==> src/rtl/pmask_pkg.sv <==
package pmask_pkg;
    localparam int CNT_W = 8;
    localparam int TBL_N = 8;

    typedef enum logic [1:0] {
        ESZ_1B = 2'd0,
        ESZ_2B = 2'd1,
        ESZ_4B = 2'd2
    } esz_e;

    // log2 of the element width in bytes
    function automatic logic [1:0] esz_shift(logic [1:0] code);
        case (code)
            2'd1:    return 2'd1;
            2'd2:    return 2'd2;
            default: return 2'd0;
        endcase
    endfunction

    typedef struct packed {
        logic [1:0]       elem_size;
        logic [CNT_W-1:0] left_pad;
        logic [CNT_W-1:0] right_valid;
        logic [CNT_W-1:0] dim_last;
        logic             per_index;
    } mask_cfg_t;
endpackage

==> src/rtl/pmask_lane_keep.sv <==
module pmask_lane_keep
    import pmask_pkg::*;
#(
    parameter int LANES = 32,
    parameter int IDX_W = 8,
    parameter int NDIM  = 4
) (
    input  mask_cfg_t               cfg,
    input  logic [$clog2(NDIM)-1:0] dim,
    input  logic [TBL_N*CNT_W-1:0]  tbl,
    input  logic [NDIM*IDX_W-1:0]   idx,
    output logic [IDX_W-1:0]        sel_idx,
    output logic [LANES-1:0]        keep
);
    localparam int TBL_W = $clog2(TBL_N);

    logic [IDX_W-1:0] idx_a [NDIM];
    logic [CNT_W-1:0] tbl_a [TBL_N];

    for (genvar d = 0; d < NDIM; d++) begin : g_idx
        assign idx_a[d] = idx[d*IDX_W +: IDX_W];
    end
    for (genvar t = 0; t < TBL_N; t++) begin : g_tbl
        assign tbl_a[t] = tbl[t*CNT_W +: CNT_W];
    end

    logic             at_first, apply_right;
    logic [CNT_W-1:0] limit;
    logic [1:0]       sh;

    always_comb begin
        sel_idx  = idx_a[dim];
        sh       = esz_shift(cfg.elem_size);
        at_first = (sel_idx == '0);
        if (cfg.per_index) begin
            apply_right = (sel_idx < IDX_W'(TBL_N));
            limit       = tbl_a[sel_idx[TBL_W-1:0]];
        end else begin
            apply_right = (sel_idx == cfg.dim_last);
            limit       = cfg.right_valid;
        end
    end

    for (genvar l = 0; l < LANES; l++) begin : g_lane
        logic [CNT_W-1:0] pos;
        assign pos     = CNT_W'(l) >> sh;
        assign keep[l] = !((at_first && pos < cfg.left_pad) ||
                           (apply_right && pos >= limit));
    end
endmodule

==> src/rtl/pmask_merge.sv <==
module pmask_merge
    import pmask_pkg::*;
#(
    parameter int LANES = 32
) (
    input  logic [LANES*8-1:0] data,
    input  logic [LANES-1:0]   keep,
    input  logic [31:0]        pad,
    input  logic [1:0]         elem_size,
    output logic [LANES*8-1:0] merged
);
    logic [7:0] pad_b [4];
    logic [1:0] bmask;

    for (genvar k = 0; k < 4; k++) begin : g_pb
        assign pad_b[k] = pad[8*k +: 8];
    end

    always_comb begin
        case (esz_shift(elem_size))
            2'd1:    bmask = 2'b01;
            2'd2:    bmask = 2'b11;
            default: bmask = 2'b00;
        endcase
    end

    for (genvar l = 0; l < LANES; l++) begin : g_lane
        logic [1:0] bsel;
        assign bsel = 2'(l) & bmask;
        assign merged[8*l +: 8] = keep[l] ? data[8*l +: 8] : pad_b[bsel];
    end
endmodule

==> src/rtl/pmask_slice.sv <==
module pmask_slice #(
    parameter int DW = 256,
    parameter int SW = 32
) (
    input  logic          clk,
    input  logic          rst,
    input  logic          in_valid,
    output logic          in_ready,
    input  logic [DW-1:0] in_data,
    input  logic [SW-1:0] in_side,
    output logic          out_valid,
    input  logic          out_ready,
    output logic [DW-1:0] out_data,
    output logic [SW-1:0] out_side
);
    assign in_ready = !out_valid || out_ready;

    always_ff @(posedge clk) begin
        if (rst) begin
            out_valid <= 1'b0;
        end else if (in_ready) begin
            out_valid <= in_valid;
        end
        if (in_valid && in_ready) begin
            out_data <= in_data;
            out_side <= in_side;
        end
    end

    assert_reset_clears_R1: assert property (@(posedge clk)
        rst |=> !out_valid);

    assert_one_cycle_R8: assert property (@(posedge clk) disable iff (rst)
        (in_valid && in_ready) |=> (out_valid && out_side == $past(in_side)));

    assert_stall_hold_R9: assert property (@(posedge clk) disable iff (rst)
        (out_valid && !out_ready) |=>
            (out_valid && $stable(out_data) && $stable(out_side)));
endmodule

==> src/rtl/pad_mask_stage.sv <==
module pad_mask_stage
    import pmask_pkg::*;
#(
    parameter int LANES = 32,
    parameter int IDX_W = 8,
    parameter int NDIM  = 4
) (
    input  logic                    clk,
    input  logic                    rst,
    input  logic [1:0]              cfg_elem_size,
    input  logic [$clog2(NDIM)-1:0] cfg_mask_dim,
    input  logic [CNT_W-1:0]        cfg_left_pad,
    input  logic [CNT_W-1:0]        cfg_right_valid,
    input  logic [IDX_W-1:0]        cfg_dim_last,
    input  logic                    cfg_per_index,
    input  logic [TBL_N*CNT_W-1:0]  cfg_valid_tbl,
    input  logic [31:0]             cfg_pad_value,
    input  logic                    in_valid,
    output logic                    in_ready,
    input  logic [LANES*8-1:0]      in_data,
    input  logic [NDIM*IDX_W-1:0]   in_idx,
    output logic                    out_valid,
    input  logic                    out_ready,
    output logic [LANES*8-1:0]      out_data,
    output logic [NDIM*IDX_W-1:0]   out_idx
);
    localparam int DW = LANES * 8;
    localparam int SW = NDIM * IDX_W;

    mask_cfg_t        cfg;
    logic [LANES-1:0] keep;
    logic [IDX_W-1:0] sel_idx;
    logic [DW-1:0]    merged;

    always_comb begin
        cfg.elem_size   = cfg_elem_size;
        cfg.left_pad    = cfg_left_pad;
        cfg.right_valid = cfg_right_valid;
        cfg.dim_last    = CNT_W'(cfg_dim_last);
        cfg.per_index   = cfg_per_index;
    end

    pmask_lane_keep #(.LANES(LANES), .IDX_W(IDX_W), .NDIM(NDIM)) u_keep (
        .cfg     (cfg),
        .dim     (cfg_mask_dim),
        .tbl     (cfg_valid_tbl),
        .idx     (in_idx),
        .sel_idx (sel_idx),
        .keep    (keep)
    );

    pmask_merge #(.LANES(LANES)) u_merge (
        .data      (in_data),
        .keep      (keep),
        .pad       (cfg_pad_value),
        .elem_size (cfg_elem_size),
        .merged    (merged)
    );

    pmask_slice #(.DW(DW), .SW(SW)) u_slice (
        .clk       (clk),
        .rst       (rst),
        .in_valid  (in_valid),
        .in_ready  (in_ready),
        .in_data   (merged),
        .in_side   (in_idx),
        .out_valid (out_valid),
        .out_ready (out_ready),
        .out_data  (out_data),
        .out_side  (out_idx)
    );

    assert_interior_pass_R4: assert property (@(posedge clk) disable iff (rst)
        (in_valid && in_ready && !cfg_per_index && sel_idx != '0 &&
         sel_idx != cfg_dim_last) |=> (out_data == $past(in_data)));

    assert_left_first_byte_R2: assert property (@(posedge clk) disable iff (rst)
        (in_valid && in_ready && sel_idx == '0 && cfg_left_pad != '0 &&
         cfg_elem_size == 2'd0) |=> (out_data[7:0] == $past(cfg_pad_value[7:0])));
endmodule

==> config.mk <==
export PLATFORM = sky130hd
export DESIGN_NAME = pad_mask_stage
export DESIGN_NICKNAME = d
export VERILOG_FILES = /design/src/rtl/pmask_pkg.sv /design/src/rtl/pmask_lane_keep.sv /design/src/rtl/pmask_merge.sv /design/src/rtl/pmask_slice.sv /design/src/rtl/pad_mask_stage.sv
export SDC_FILE = /design/constraint.sdc
export NUM_CORES = 1
export LEC_CHECK = 0
export ABC_AREA = 1
export BUFFER_PORTS_ARGS = -buffer_cell sky130_fd_sc_hd__buf_2
export CAP_MARGIN = 20
export CORE_AREA = 5 5 273 275
export CTS_BUF_LIST = sky130_fd_sc_hd__clkbuf_16
export CTS_CLUSTER_DIAMETER = 120
export DETAILED_ROUTE_END_ITERATION = 16
export DIE_AREA = 0 0 278 280
export PLACE_DENSITY_LB_ADDON = 0.12
export SYNTH_ARGS = -nofsm -noshare
export SYNTH_HDL_FRONTEND = slang
export SYNTH_SLANG_ARGS = --single-unit
export TNS_END_PERCENT = 5
==> constraint.sdc <==
create_clock -name clk -period 15.71 [get_ports clk]
set_clock_uncertainty 0.15 [all_clocks]
set_input_delay 1.571 -clock clk [delete_from_list [all_inputs] [get_ports clk]]
set_output_delay 1.571 -clock clk [all_outputs]
set_load 0.02 [all_outputs]
==> results.cfg <==
[outcome]
status = finished, final reports clean

[synthesis]
yosysMostFrequentCell = nand2_1
ys_seq_elements = 289
synth_commonest_cells = nand2_1 (755), nand3_1 (323), edfxtp_1 (288)
synth_area_per_cell_um2 = 8.839
synth_flop_cell = edfxtp_1
synth_cells = 1845
synth_area_um2 = 16310
synth_nets = 2314
ys_top_cells_by_area = edfxtp_1 (53%), nand2_1 (17%), nand3_1 (9.9%)
synth_enable_flop_cells = 288
ys_warn_count = 0
yosysSeqAreaShare_pct = 53.15
async_flop_share_pct = 0
synth.top_cell.area_share_pct = 53.03
synth_area_leader_cell = edfxtp_1
synth_cell_type_count = 45

[setup_path]
critPathLaunch = cfg_mask_dim[0]
end_kind = register
crit_buf_inv = 4
crit_top_cell = nand2_1
cp_slowest_cell = o21ai_0
critical_path.max_stage_delay_ns = 0.52
start_kind = input port
path_cells = buf_2, inv_4, nand2_2, nand3_4, nand2_4, inv_2, nand2_1, nand2_1, nand2_1, o211ai_1, nand2_1, nand2_1, ha_1, nand2_1, inv_1, nand2_1, nand2_1, o21ai_0, nand2_4, nand2_4, nand2_1, nand2_1
worst_ep_required_time_ns = 15.97
critPathTopFamily = simple AND/OR/NAND/NOR gates
rr_startpoint = u_slice.out_valid
arrival_ns = 5.42
cp_max_fo = 32
worstSetupPathType = in2reg

[run]
cap_violations = 0

[route]
vias = 16283
drc_errors = 0
via_per_inst = 4.547
routedWlPerCell_um = 22.32
ant_nets = 0
dr.pass1.iters = 5
routed_wl_mm = 79.93
drt_first_iter_violations = 823

[worst_hold_path]
holdCritPathClass = reg2reg
min_from = u_slice.out_valid

[timing]
tns_ns = 0
period_needed_ns = 5.153
timing.final.hold_violations = 0
rsz0062_at_grt = no
setup_viol = 0
period_share_pct = 32.80
max_clock_freq_mhz = 194.1
fin_hold_ws_ns = 0.3893
final-max-slew-violation-count = 0
worstMarginPinSlew_ns = 1.010
slew_headroom_pct = 32.21

[floorplan]
die_h_um = 280
rows = 99
dieArea_um2 = 77840
io_pins = 707
die_w_um = 278
coreArea_um2 = 72090
start_util_pct = 22.62

[clock_tree]
cts-root-buf = clkbuf_16
clk_latency_ns = 0.54
cts-buffers-inserted = 38
hold_buffers = 0
post_cts_buffers = 0
cts-resized-gates = 0
tritoncts = built
cts.reportedPaths.clkPinSlew_ns = 0.06
cts_sinks = 289
clock_path_buffers = 3
h-tree-depth = 2

[final_layout]
fin_nets = 3046
drive_gt1_share_pct = 33.96
syn2layout_area_growth_pct = 36.17

[pwr]
p_seq_share_pct = 41.9
swShare_pct = 30.35
intPower_mw = 1.527
power_mw = 2.192
switchingPower_uw = 665.3
power.density_nw_per_um2 = 98.70
pwr-share-clk_pct = 38.1
power.leakage_nw = 10.73
pwr-share-comb_pct = 20.1
vdd_ir_drop_max_uv = 56.70

[global_route]
antenna_found_initial = 20
grt_pass1_vias = 16508
grt_pass1_wl_mm = 113.0
grt_usage_pct = 19.45
overflow = 0
grt_max_degree = 139

[place]
hpwl_mm = 63.76
port_buffers = 706
globalplace.congestion = 0.8639
state kept, by name (all words and copies together), names as in the netlist:
name / flops
u_slice.out_valid: 1
u_slice.out_data: 256
u_slice.out_side: 32
worst register-to-register path: stages, from the launching register on:
cell,delay [ns]
dfxtp_1,0.34
a21oi_4,0.69
buf_4,0.82
buf_4,0.85
layer usage:
| metal | vias up | track usage, % | share of wire (%) |
|---|---|---|---|
| met1 | 7726 | 22.63 | 39 |
| met2 | 629 | 35.99 | 52 |
| met3 | 122 | 4.185 | 6.2 |
| li1 | 7800 | - | - |
| met4 | 6 | 5.794 | 2.9 |
| met5 | - | 0 | 0.048 |
cell families after synthesis:
logic type / count (synthesis) / share of synthesized area (%)
AO/OA/AOI/OAI: 143 / 4.696
XOR/XNOR: 4 / 0.2149
adder cells (fa/ha/maj): 52 / 3.990
buffers and inverters: 131 / 3.667
flip-flops: 289 / 53.15
AND/OR/NAND/NOR: 1226 / 34.28
stage by stage:
step,instance area (µm²),std cells,utilization [%],setup WS (ns)
final,22210,3581,30.80,10.56
after CTS,22170,3565,30.75,10.54
after detailed placement,21010,3496,29.14,9.981
after global placement,21010,3496,29.14,10.05
after global routing,22200,3576,30.79,10.04
after floorplan,16310,1845,-,5.069
power groups by stage:
stage,registers (mW),clock network (mW),logic [mW]
final,0.918,0.834,0.440
after global routing,0.921,0.891,0.481
after CTS,0.918,0.860,0.447
after detailed placement,0.934,0,0.446
after global placement,0.934,0,0.447
after floorplan,1.01,0,0.185
layout make-up:
| cell class | instances | area [µm²] |
|---|---|---|
| Tap cell | 959 | 1200 |
| Multi-Input combinational cell | 1425 | 7061 |
| Fill cell | 7893 | 49880 |
| Timing Repair Buffer | 729 | 3719 |
| Inverter | 94 | 357.8 |
| Antenna cell | 16 | 40.04 |
| Sequential cell | 289 | 8668 |
| Clock buffer | 39 | 975.9 |
| Clock inverter | 30 | 186.4 |
placed cells by master (no fill, tap or decap), types with 3 or more instances in the layout:
cell type	instances
xnor2_1	3
inv_1	97
nand2_4	36
ha_1	52
o21ai_1	14
buf_4	22
nand4_4	4
nand3_2	7
o21ai_2	3
nor2_1	48
buf_2	706
or2_2	4
edfxtp_1	288
nand3_1	323
o22ai_1	8
clkinv_1	8
a21oi_1	45
clkinv_2	7
o21ai_0	62
inv_2	6
diode_2	16
clkbuf_16	39
nand3b_1	3
nand2_2	32
nand2_1	755
o211ai_1	4
worst paths after layout:
kind / end / slack [ns] / cells after the start
min: u_slice.out_valid / 0.39 / 2
max reg2reg: u_slice.out_side[24] / 12.39 / 3
max: u_slice.out_data[107] / 10.56 / 22
min reg2reg: u_slice.out_valid / 0.39 / 2
No activity file was read; power rests on OpenSTA's default activity.
